**config.mk**
```make
export PLATFORM = sky130hd
export DESIGN_NAME = pwm_six_ch
export DESIGN_NICKNAME = d
export VERILOG_FILES = /design/src/rtl/pwm_pkg.sv /design/src/rtl/pwm_shadow_bank.sv /design/src/rtl/pwm_tick_route.sv /design/src/rtl/pwm_chan_engine.sv /design/src/rtl/pwm_six_ch.sv
export SDC_FILE = /design/constraint.sdc
export NUM_CORES = 1
export LEC_CHECK = 0
export CAP_MARGIN = 0
export CELL_PAD_IN_SITES_DETAIL_PLACEMENT = 0
export CELL_PAD_IN_SITES_GLOBAL_PLACEMENT = 1
export CORE_UTILIZATION = 45
export CTS_BUF_LIST = sky130_fd_sc_hd__clkbuf_4 sky130_fd_sc_hd__clkbuf_8 sky130_fd_sc_hd__clkbuf_16
export DETAILED_ROUTE_END_ITERATION = 8
export PLACE_DENSITY_LB_ADDON = 0.1
export SLEW_MARGIN = 30
export SYNTH_ARGS = -nofsm -noshare
export SYNTH_HDL_FRONTEND = slang
export SYNTH_SLANG_ARGS = --single-unit
```
**constraint.sdc**
```tcl
create_clock -name clk -period 5.5 [get_ports clk]
set_input_delay 1.1 -clock clk [delete_from_list [all_inputs] [get_ports clk]]
set_output_delay 1.1 -clock clk [all_outputs]
set_load 0.02 [all_outputs]
```
**src/rtl/pwm_pkg.sv**
```systemverilog
package pwm_pkg;
    localparam int PWM_NCH = 6;
    localparam int PWM_CW  = 8;

    typedef enum logic [1:0] {
        WR_PERIOD = 2'd0,
        WR_DUTY   = 2'd1,
        WR_CLEAR  = 2'd2,
        WR_NOP    = 2'd3
    } wr_kind_e;
endpackage

```
**src/rtl/pwm_shadow_bank.sv**
```systemverilog
module pwm_shadow_bank
    import pwm_pkg::*;
#(
    parameter int NCH = PWM_NCH,
    parameter int CW  = PWM_CW,
    localparam int IDW = $clog2(NCH)
) (
    input  logic                     clk,
    input  logic                     rst_n,
    input  logic                     wr_en_i,
    input  logic [1:0]               wr_sel_i,
    input  logic [IDW-1:0]           wr_ch_i,
    input  logic [CW-1:0]            wr_data_i,
    output logic [NCH-1:0][CW-1:0]   per_buf_o,
    output logic [NCH-1:0][CW-1:0]   duty_buf_o,
    output logic [NCH-1:0]           clr_o
);
    typedef struct packed {
        logic [NCH-1:0][CW-1:0] per;
        logic [NCH-1:0][CW-1:0] duty;
    } bank_t;

    bank_t bank_d, bank_q;
    logic  hit;

    // staging registers only; working copies live in the engines
    always_comb begin
        bank_d = bank_q;
        hit    = wr_en_i && (int'(wr_ch_i) < NCH);
        if (hit) begin
            case (wr_sel_i)
                WR_PERIOD: bank_d.per[wr_ch_i]  = wr_data_i;
                WR_DUTY:   bank_d.duty[wr_ch_i] = wr_data_i;
                default:   ;
            endcase
        end
    end

    always_ff @(posedge clk or negedge rst_n) begin
        if (!rst_n) begin
            bank_q <= '0;
        end else begin
            bank_q <= bank_d;
        end
    end

    assign per_buf_o  = bank_q.per;
    assign duty_buf_o = bank_q.duty;

    for (genvar c = 0; c < NCH; c++) begin : g_clr
        assign clr_o[c] = wr_en_i && (wr_sel_i == 2'(WR_CLEAR)) && (wr_ch_i == IDW'(c));
    end
endmodule

```
**src/rtl/pwm_tick_route.sv**
```systemverilog
module pwm_tick_route #(
    parameter int             NCH          = 6,
    parameter logic [NCH-1:0] GROUP_B_MASK = 6'b001100,
    localparam int            NPAIR        = NCH / 2
) (
    input  logic [3:0]       strobe_i,
    input  logic             freeze_i,
    input  logic [NCH-1:0]   csel_i,
    input  logic [NPAIR-1:0] concat_i,
    output logic [NCH-1:0]   tick_o
);
    for (genvar c = 0; c < NCH; c++) begin : g_ch
        localparam int   HI = c | 1;
        localparam logic GB = GROUP_B_MASK[c];
        logic scaled;
        // a merged pair takes its source pick from the odd member
        assign scaled    = concat_i[c/2] ? csel_i[HI] : csel_i[c];
        assign tick_o[c] = !freeze_i && strobe_i[{GB, scaled}];
    end
endmodule

```
**src/rtl/pwm_chan_engine.sv**
```systemverilog
module pwm_chan_engine #(
    parameter int W = 8
) (
    input  logic         clk,
    input  logic         rst_n,
    input  logic         tick_i,
    input  logic         en_i,
    input  logic         center_i,
    input  logic         pol_i,
    input  logic         clr_i,
    input  logic [W-1:0] per_buf_i,
    input  logic [W-1:0] duty_buf_i,
    output logic         pin_o
);
    typedef struct packed {
        logic [W-1:0] cnt;
        logic         down;
        logic [W-1:0] per;
        logic [W-1:0] duty;
    } eng_t;

    eng_t       eng_d, eng_q;
    logic [W:0] cnt_inc;
    logic       reach_top;
    logic       load;
    logic       active;

    assign cnt_inc   = {1'b0, eng_q.cnt} + (W+1)'(1);
    assign reach_top = cnt_inc >= {1'b0, eng_q.per};

    always_comb begin
        eng_d = eng_q;
        load  = 1'b0;
        if (!en_i || clr_i) begin
            eng_d.cnt  = '0;
            eng_d.down = 1'b0;
            load       = 1'b1;
        end else if (tick_i) begin
            if (!center_i) begin
                eng_d.down = 1'b0;
                if (reach_top) begin
                    eng_d.cnt = '0;
                    load      = 1'b1;
                end else begin
                    eng_d.cnt = cnt_inc[W-1:0];
                end
            end else if (!eng_q.down) begin
                if (reach_top) begin
                    eng_d.down = 1'b1;          // top value is held for one more strobe
                end else begin
                    eng_d.cnt = cnt_inc[W-1:0];
                end
            end else begin
                if (eng_q.cnt == '0) begin
                    eng_d.down = 1'b0;
                    load       = 1'b1;
                end else begin
                    eng_d.cnt = eng_q.cnt - W'(1);
                end
            end
        end
        if (load) begin
            eng_d.per  = per_buf_i;
            eng_d.duty = duty_buf_i;
        end
    end

    always_ff @(posedge clk or negedge rst_n) begin
        if (!rst_n) begin
            eng_q <= '0;
        end else begin
            eng_q <= eng_d;
        end
    end

    assign active = (eng_q.duty != '0) &&
                    ((eng_q.duty >= eng_q.per) || (eng_q.cnt < eng_q.duty));
    assign pin_o  = en_i ? (pol_i ? active : !active) : !pol_i;
endmodule

```
**src/rtl/pwm_six_ch.sv**
```systemverilog
module pwm_six_ch
    import pwm_pkg::*;
#(
    parameter int             NCH          = PWM_NCH,
    parameter int             CW           = PWM_CW,
    parameter logic [NCH-1:0] GROUP_B_MASK = 6'b001100,
    localparam int            NPAIR        = NCH / 2,
    localparam int            IDW          = $clog2(NCH)
) (
    input  logic             clk,
    input  logic             rst_n,
    input  logic [3:0]       strobe_i,
    input  logic             freeze_i,
    input  logic [NCH-1:0]   ch_en_i,
    input  logic [NCH-1:0]   pol_i,
    input  logic [NCH-1:0]   center_i,
    input  logic [NCH-1:0]   csel_i,
    input  logic [NPAIR-1:0] concat_i,
    input  logic             shut_i,
    input  logic             sd_lvl_i,
    input  logic             wr_en_i,
    input  logic [1:0]       wr_sel_i,
    input  logic [IDW-1:0]   wr_ch_i,
    input  logic [CW-1:0]    wr_data_i,
    output logic [NCH-1:0]   pwm_o
);
    logic [NCH-1:0][CW-1:0] per_buf;
    logic [NCH-1:0][CW-1:0] duty_buf;
    logic [NCH-1:0]         clr;
    logic [NCH-1:0]         tick;
    logic [NCH-1:0]         raw_pin;

    pwm_shadow_bank #(.NCH(NCH), .CW(CW)) u_bank (
        .clk        (clk),
        .rst_n      (rst_n),
        .wr_en_i    (wr_en_i),
        .wr_sel_i   (wr_sel_i),
        .wr_ch_i    (wr_ch_i),
        .wr_data_i  (wr_data_i),
        .per_buf_o  (per_buf),
        .duty_buf_o (duty_buf),
        .clr_o      (clr)
    );

    pwm_tick_route #(.NCH(NCH), .GROUP_B_MASK(GROUP_B_MASK)) u_route (
        .strobe_i (strobe_i),
        .freeze_i (freeze_i),
        .csel_i   (csel_i),
        .concat_i (concat_i),
        .tick_o   (tick)
    );

    for (genvar p = 0; p < NPAIR; p++) begin : g_pair
        localparam int LO = 2 * p;
        localparam int HI = 2 * p + 1;

        logic [2*CW-1:0] hi_per;
        logic [2*CW-1:0] hi_duty;
        logic            hi_clr;

        // merged pair: even channel supplies the upper byte
        assign hi_per  = concat_i[p] ? {per_buf[LO],  per_buf[HI]}  : {CW'(0), per_buf[HI]};
        assign hi_duty = concat_i[p] ? {duty_buf[LO], duty_buf[HI]} : {CW'(0), duty_buf[HI]};
        assign hi_clr  = clr[HI] || (concat_i[p] && clr[LO]);

        pwm_chan_engine #(.W(CW)) u_lo (
            .clk        (clk),
            .rst_n      (rst_n),
            .tick_i     (tick[LO]),
            .en_i       (ch_en_i[LO] && !concat_i[p]),
            .center_i   (center_i[LO]),
            .pol_i      (pol_i[LO]),
            .clr_i      (clr[LO]),
            .per_buf_i  (per_buf[LO]),
            .duty_buf_i (duty_buf[LO]),
            .pin_o      (raw_pin[LO])
        );

        pwm_chan_engine #(.W(2*CW)) u_hi (
            .clk        (clk),
            .rst_n      (rst_n),
            .tick_i     (tick[HI]),
            .en_i       (ch_en_i[HI]),
            .center_i   (center_i[HI]),
            .pol_i      (pol_i[HI]),
            .clr_i      (hi_clr),
            .per_buf_i  (hi_per),
            .duty_buf_i (hi_duty),
            .pin_o      (raw_pin[HI])
        );
    end

    always_comb begin
        for (int c = 0; c < NCH; c++) begin
            if (shut_i) begin
                pwm_o[c] = sd_lvl_i;
            end else if (((c % 2) == 0) && concat_i[c/2]) begin
                pwm_o[c] = 1'b0;
            end else begin
                pwm_o[c] = raw_pin[c];
            end
        end
    end
endmodule

```
After elaboration in Yosys (flattened, before gate mapping)
Cells that the tools add are included.

word-level totals
  register bits after elaboration = 318
  input port bits = 50
  output and inout port bits = 6
  logic and storage cells = 316

cells by class
  add/subtract/negate cells = 12
  magnitude comparators = 27
  eq/ne operators = 19
  mux-type cells = 130
  reductions and logical operators = 92

operator list
  cell                   number
  $mux 16                15
  $mux 17                12
  $mux 9                 12
  $bwmux 48              2
  $mux 8                 10
  $mux 1                 78
  $add 16x1->17 const B  3
  $ge 17x16->1           3
  $ge 16x16->1           3
  $logic_not 16->1       3
  $lt 16x16->1           3
  $reduce_bool 16->1     3
  $sub 16x1->16 const B  3
  $add 8x1->9 const B    3
  $ge 9x8->1             3
  $logic_and 1x1->1      27
  $demux 8 s3            1
  $ge 8x8->1             3
  $logic_not 8->1        3
  $lt 8x8->1             3
  $ne 4x3->1 const B     6
  $ne 4x4->1 const B     6
  $reduce_bool 8->1      3
  $sub 8x1->8 const B    3
  other kinds (17)       69

Logic depth before layout (Yosys ltp)
  word-level depth = 8
  mapped depth = 19
  gate-level depth less buffers = 16

By module
A second synthesis with hierarchy kept.

second synthesis, totals
  cells, all modules = 2354
  area, all modules = 23296.1 um^2

by module, submodules not included
  module                                 times used  cells each  area an instance (um^2)  sequential area each (um^2)
  pwm_chan_engine at g_pair[0].u_lo ...  2           227         2200.9                   625.6
  pwm_chan_engine at g_pair[0].u_hi      1           467         4386.7                   1226.2
  pwm_chan_engine at g_pair[1].u_hi      1           461         4067.7                   1226.2
  pwm_chan_engine at g_pair[2].u_hi      1           434         4010.1                   1226.2
  pwm_shadow_bank                        1           231         3724.8                   2402.3
  pwm_chan_engine at g_pair[2].u_lo      1           221         2072.0                   625.6
  pwm_six_ch                             1           70          505.5                    0.0
  pwm_tick_route                         1           16          127.6                    0.0

Worst setup path after synthesis
OpenSTA, ideal clock, no wires.

  path type = register to register
  start = register g_pair[0].u_hi.eng_q[39] (netlist bit)
  end = register g_pair[0].u_hi.eng_q[0] (netlist bit)
  library setup time = 0.125 ns
  data arrival time = 3.751 ns
  data required time = 5.375 ns
  path slack = 1.624 ns
  cell stages (with the launch flop) = 18
  buffers on the path = 2
  period minus slack after synthesis = 3.876 ns
  cell sequence = dfrtp_1 > clkbuf_1 > nand4_1 > nor2_1 > and3_1 > and3_1 > xnor2_1 > inv_1 > ha_1 > a21o_1 > a21oi_1 > o41ai_1 > a41oi_1 > a21oi_1 > o21bai_1 > a21oi_1 > buf_2 > mux2_2

between the ends
  word-level cells in the longest chain between the ends = 6
  elaborated cells between the ends (all ways) = 9
  those cells by class = add/sub: 1; order compare: 1; mux: 6; reduce/logical: 1

ends and longest elaborated chain
  element                                            RTL line                                      text
  start, declared                                    pwm_chan_engine.sv:22                         eng_t eng_d, eng_q;
  start signal, assigned                             pwm_chan_engine.sv:72                         eng_q <= eng_d;
  $add 16x1->17 or $logic_not 16->1 (tied branches)  pwm_chan_engine.sv:28, pwm_chan_engine.sv:54
  $ge 17x16->1 or $mux 1 (tied branches)             pwm_chan_engine.sv:29, pwm_chan_engine.sv:54
  $mux 1, on equally long branches                   pwm_chan_engine.sv:41, pwm_chan_engine.sv:47
  $mux 1 (*)                                         pwm_chan_engine.sv:39                         if (!center_i) begin
  $mux 1 (*)                                         pwm_chan_engine.sv:38                         end else if (tick_i) begin
  $mux 1 (*)                                         pwm_chan_engine.sv:34                         if (!en_i || clr_i) begin

Mark *: on every way between the ends. The rest lies on a longest branch, timed or not.
A chain may end at the register's enable or synchronous reset.

Worst setup path after layout
  start = register g_pair[0].u_hi.eng_q[44] (netlist bit)
  end = output port pwm_o[1]

between the ends
  word-level cells in the longest chain between the ends = 7

ends and longest elaborated chain
  element                  RTL line               text
  $lt 16x16->1 (*)         pwm_chan_engine.sv:77  ((eng_q.duty >= eng_q.per) || (eng_q.cnt < eng_q.duty));
  $logic_or 1x1->1 (*)     pwm_chan_engine.sv:77
  $logic_and 1x1->1 (*)    pwm_chan_engine.sv:76  assign active = (eng_q.duty != '0) &&
  $logic_not 1->1          pwm_chan_engine.sv:78  assign pin_o = en_i ? (pol_i ? active : !active) : !pol_i;
  $mux 1 (*) (2 in a row)  pwm_chan_engine.sv:78
  $mux 1 (*)               pwm_six_ch.sv:95       if (shut_i) begin
  end, declared            pwm_six_ch.sv:25       output logic [NCH-1:0] pwm_o

Marks and branches as above.

==> results.py <==
metrics = {
    "status": {
        "status": "finished clean",
    },
    "global_routing": {
        "grt_pass1_vias": 17378,
        "antenna_found_initial": 2,
        "grt_pass1_wl_um": 97700,
        "grt_max_degree": 132,
        "track_usage_pct": 24.8,
        "grt-busiest-layer": "met2",
        "globalRouteMet3Util_pct": 2.78,
        "use_met1_pct": 35.7,
        "grt_use_met2_pct": 38.2,
        "grt_overflow": 0,
    },
    "synthesis": {
        "synthesis.area_um2": 21900,
        "syn_inst": 2311,
        "synth_xor_area_share_pct": 3.80,
        "ys_ff_latch": 318,
        "synth_compound_area_share_pct": 14.2,
        "syn_avg_cell_area_um2": 9.49,
        "ys_seq_area_share_pct": 36.3,
        "synth_top_family_by_area": "simple AND/OR/NAND/NOR gates",
        "synth-edff-count": 0,
        "synthSimpleGateAreaFrac_pct": 14.6,
        "synth_fa_ha_area_share_pct": 13.0,
        "async_flop_share_pct": 100,
        "muxShareOfSynthArea_pct": 12.5,
        "syn_nets": 2589,
        "netlist-cell-type-count": 87,
        "yosys_most_used_dff": "dfrtp_1",
        "ys_warn_count": 0,
    },
    "power_and_ir_drop": {
        "comb_power_share_pct": 34.2,
        "irDropWorstVdd_mv": 0.200,
        "switching_power_mw": 3.25,
        "p_leak_nw": 11.3,
        "swShare_pct": 35.8,
        "p_int_mw": 5.81,
        "pwr-share-seq_pct": 35.2,
        "powerDensity_nw_per_um2": 372,
        "pwr-share-clk_pct": 30.6,
    },
    "routing": {
        "wl_per_cell_um": 20.3,
        "via_per_inst": 5.84,
        "first_pass_iters": 5,
        "drc": 0,
        "vias": 17300,
        "drtIter0Drc": 1169,
        "ant_nets": 0,
        "drt_wl_total_um": 60100,
    },
    "sta": {
        "max_freq_mhz": 200,
        "slew_headroom_pct": 36.2,
        "setup_tns_ns": 0,
        "fin_worst_skew_ns": 0.0203,
        "report.final.setup_viol": 0,
        "setup_ws_ns": 0.496,
        "fin_crit_ns": 5.00,
        "maxSlewViolCount": 0,
        "worst_pin_slew_ns": 0.957,
        "hold_viol_final": 0,
        "min_period_over_period_pct": 91.0,
        "rsz0062_at_grt": "false",
    },
    "worst_setup_path": {
        "crit_chain": "ha_1 -> a2111oi_0 -> o21ai_0 -> a221oi_1 -> a21oi_1 -> a31oi_1 -> xor2_1 -> o21ai_1 -> clkdlybuf4s50_1",
        "start_kind": "flop",
        "timing.rr.end": "g_pair[2].u_hi.eng_q[0]",
        "crit_type": "reg2out",
        "cp_max_fo": 12,
        "cp.required_ns": 4.40,
        "crit_slowest_cell": "clkdlybuf4s50_1",
        "cp.arrival_ns": 3.90,
        "rr_startpoint": "g_pair[2].u_hi.eng_q[33]",
        "reg2reg_depth": 17,
        "r2r_slack_ns": 0.57,
        "slowest_delay_ns": 0.69,
        "end_kind": "output port",
    },
    "floorplan": {
        "initial_utilization_pct": 45.7,
        "ios": 56,
        "num_rows": 80,
        "die_area_um2": 49600,
        "fp.dieH_um": 223,
        "die_x_um": 223,
        "core_area_um2": 47900,
    },
    "layout": {
        "final_common_cell": "dfrtp_1",
        "mostFrequentLayoutCells": "318 x dfrtp_1, 228 x ha_1, 195 x nand2_1",
        "antennaDiodeCount": 0,
        "final_cell_area_um2": 24400,
        "drive_above_1_share_pct": 13.5,
        "fin_cells": 2964,
        "syn2layout_area_growth_pct": 11.2,
        "fin_util_pct": 50.9,
        "nets": 2598,
    },
    "clocking": {
        "hold_buffers": 0,
        "clock_sinks": 318,
        "clk_latency_ns": 0.56,
        "clockBufferDepth": 3,
        "numCtsBuffers": 39,
        "cts_tree": "built",
        "cts_root_buf": "clkbuf_16",
        "h-tree-depth": 2,
        "path_clk_slew_ns": 0.06,
    },
    "place": {
        "place_ws_ns": 0.640,
        "dp.cells": 2894,
        "gp_congestion": 0.885,
        "port_buffers": 55,
        "hpwl_um": 43700,
        "post_dp_cell_area_um2": 23000,
    },
    "hold_path": {
        "hold_class": "reg2reg",
        "hold_depth": 1,
        "hold_start": "u_bank.duty_buf_o[45]",
        "whs_endpoint": "g_pair[2].u_hi.eng_q[5]",
    },
    "job": {
        "drv_cap": 0,
    },
}
## worst max-delay path, delay by kind of cell (launching register included)
kind / cells / cell delay, ns
DFF: 1 / 0.58
AOI/OAI and AO/OA: 6 / 1.55
buffers and inverters: 1 / 0.69
xor gates and xnor gates: 1 / 0.18
adders and majority gates: 1 / 0.32
## flip-flops by register name, indices dropped and copies added, names as in the netlist
signal	flops
u_bank.per_buf_o	48
u_bank.duty_buf_o	48
g_pair.u_lo.eng_q	75
g_pair.u_hi.eng_q	147
## routing by layer
metal | part of all wire (%) | wire, um
met3 | 3.8 | 2280
met1 | 49 | 29300
met5 | 0 | 0
met4 | 3.3 | 1960
met2 | 44 | 26500
## Yosys cell counts (all sizes together) (7+ instances only)
cell / n / share of area, %
clkbuf: 86 / 1.5
nand2b: 22 / 0.66
a2111oi: 14 / 0.59
a21o: 32 / 1.1
nand3: 69 / 1.6
a311oi: 8 / 0.32
o211ai: 16 / 0.55
nor4: 35 / 1.2
o21ai: 127 / 2.9
nor3b: 7 / 0.24
nand4: 33 / 0.94
nand2: 195 / 3.3
xnor2: 58 / 2.3
o221ai: 7 / 0.28
dfrtp: 318 / 36
a21oi: 115 / 2.7
xor2: 37 / 1.5
mux2i: 50 / 2.3
nor3: 38 / 0.92
or2: 13 / 0.37
a22o: 13 / 0.52
buf: 30 / 0.92
or4: 7 / 0.27
nor2: 132 / 2.3
and3: 34 / 0.97
a22oi: 10 / 0.34
ha: 228 / 13
and2: 8 / 0.23
a211oi: 21 / 0.72
nand3b: 9 / 0.31
o31ai: 13 / 0.45
nor2b: 15 / 0.43
mux2: 194 / 10
o22ai: 26 / 0.74
inv: 183 / 3.1
a31oi: 25 / 0.71
## through the flow
stage / total power [mW] / hold slack (ns)
3_5_place_dp: 6.33 / 0.479
4_1_cts: 9.15 / 0.488
6_report: 9.06 / 0.484
2_1_floorplan: 5.35 / 0.454
5_1_grt: 9.68 / 0.510
3_3_place_gp: 6.26 / 0.467
## cell type report
cell class | instances | area (um2)
fillers | 4452 | 23600
clock buffers | 52 | 1140
flip-flops and latches | 318 | 7960
inverters | 184 | 691
repair buffers | 84 | 798
well taps | 615 | 769
clock inverters | 18 | 244
multi-input cells | 1693 | 12800
## power groups by stage
stage | Clock, mW | Combinational (mW) | Sequential (mW)
6_report | 2.77 | 3.10 | 3.19
5_1_grt | 2.93 | 3.49 | 3.26
4_1_cts | 2.84 | 3.12 | 3.19
3_5_place_dp | 0 | 3.10 | 3.23
3_3_place_gp | 0 | 3.05 | 3.21
2_1_floorplan | 0 | 2.32 | 3.02
## kinds of logic after synthesis
group                    Yosys count
AND/OR/NAND/NOR                  640
XOR/XNOR                          95
multiplexers                     244
flip-flops                       318
buffers and inverters            300
AO/OA/AOI/OAI                    486
adder cells (fa/ha/maj)          228
## worst max-delay path by stage
| stage | start | to | cells past startpoint |
|---|---|---|---|
| finish | g_pair[0].u_hi.eng_q[44] | pwm_o[1] | 9 |
| global route | g_pair[0].u_hi.eng_q[44] | pwm_o[1] | 9 |
| CTS | g_pair[0].u_hi.eng_q[44] | pwm_o[1] | 9 |
| detailed placement | g_pair[2].u_hi.eng_q[33] | g_pair[2].u_hi.eng_q[1] | 17 |
| global placement | g_pair[2].u_hi.eng_q[33] | g_pair[2].u_hi.eng_q[1] | 17 |
| floorplan | g_pair[0].u_hi.eng_q[39] | g_pair[0].u_hi.eng_q[0] | 17 |
## what timing repair did
| item | CTS | global route |
|---|---|---|
| setup endpoints to repair | 0 | 1 |
| resized for setup | 0 | 1 |
| setup buffers | 0 | 0 |
No activity file was read; power rests on OpenSTA's default activity.
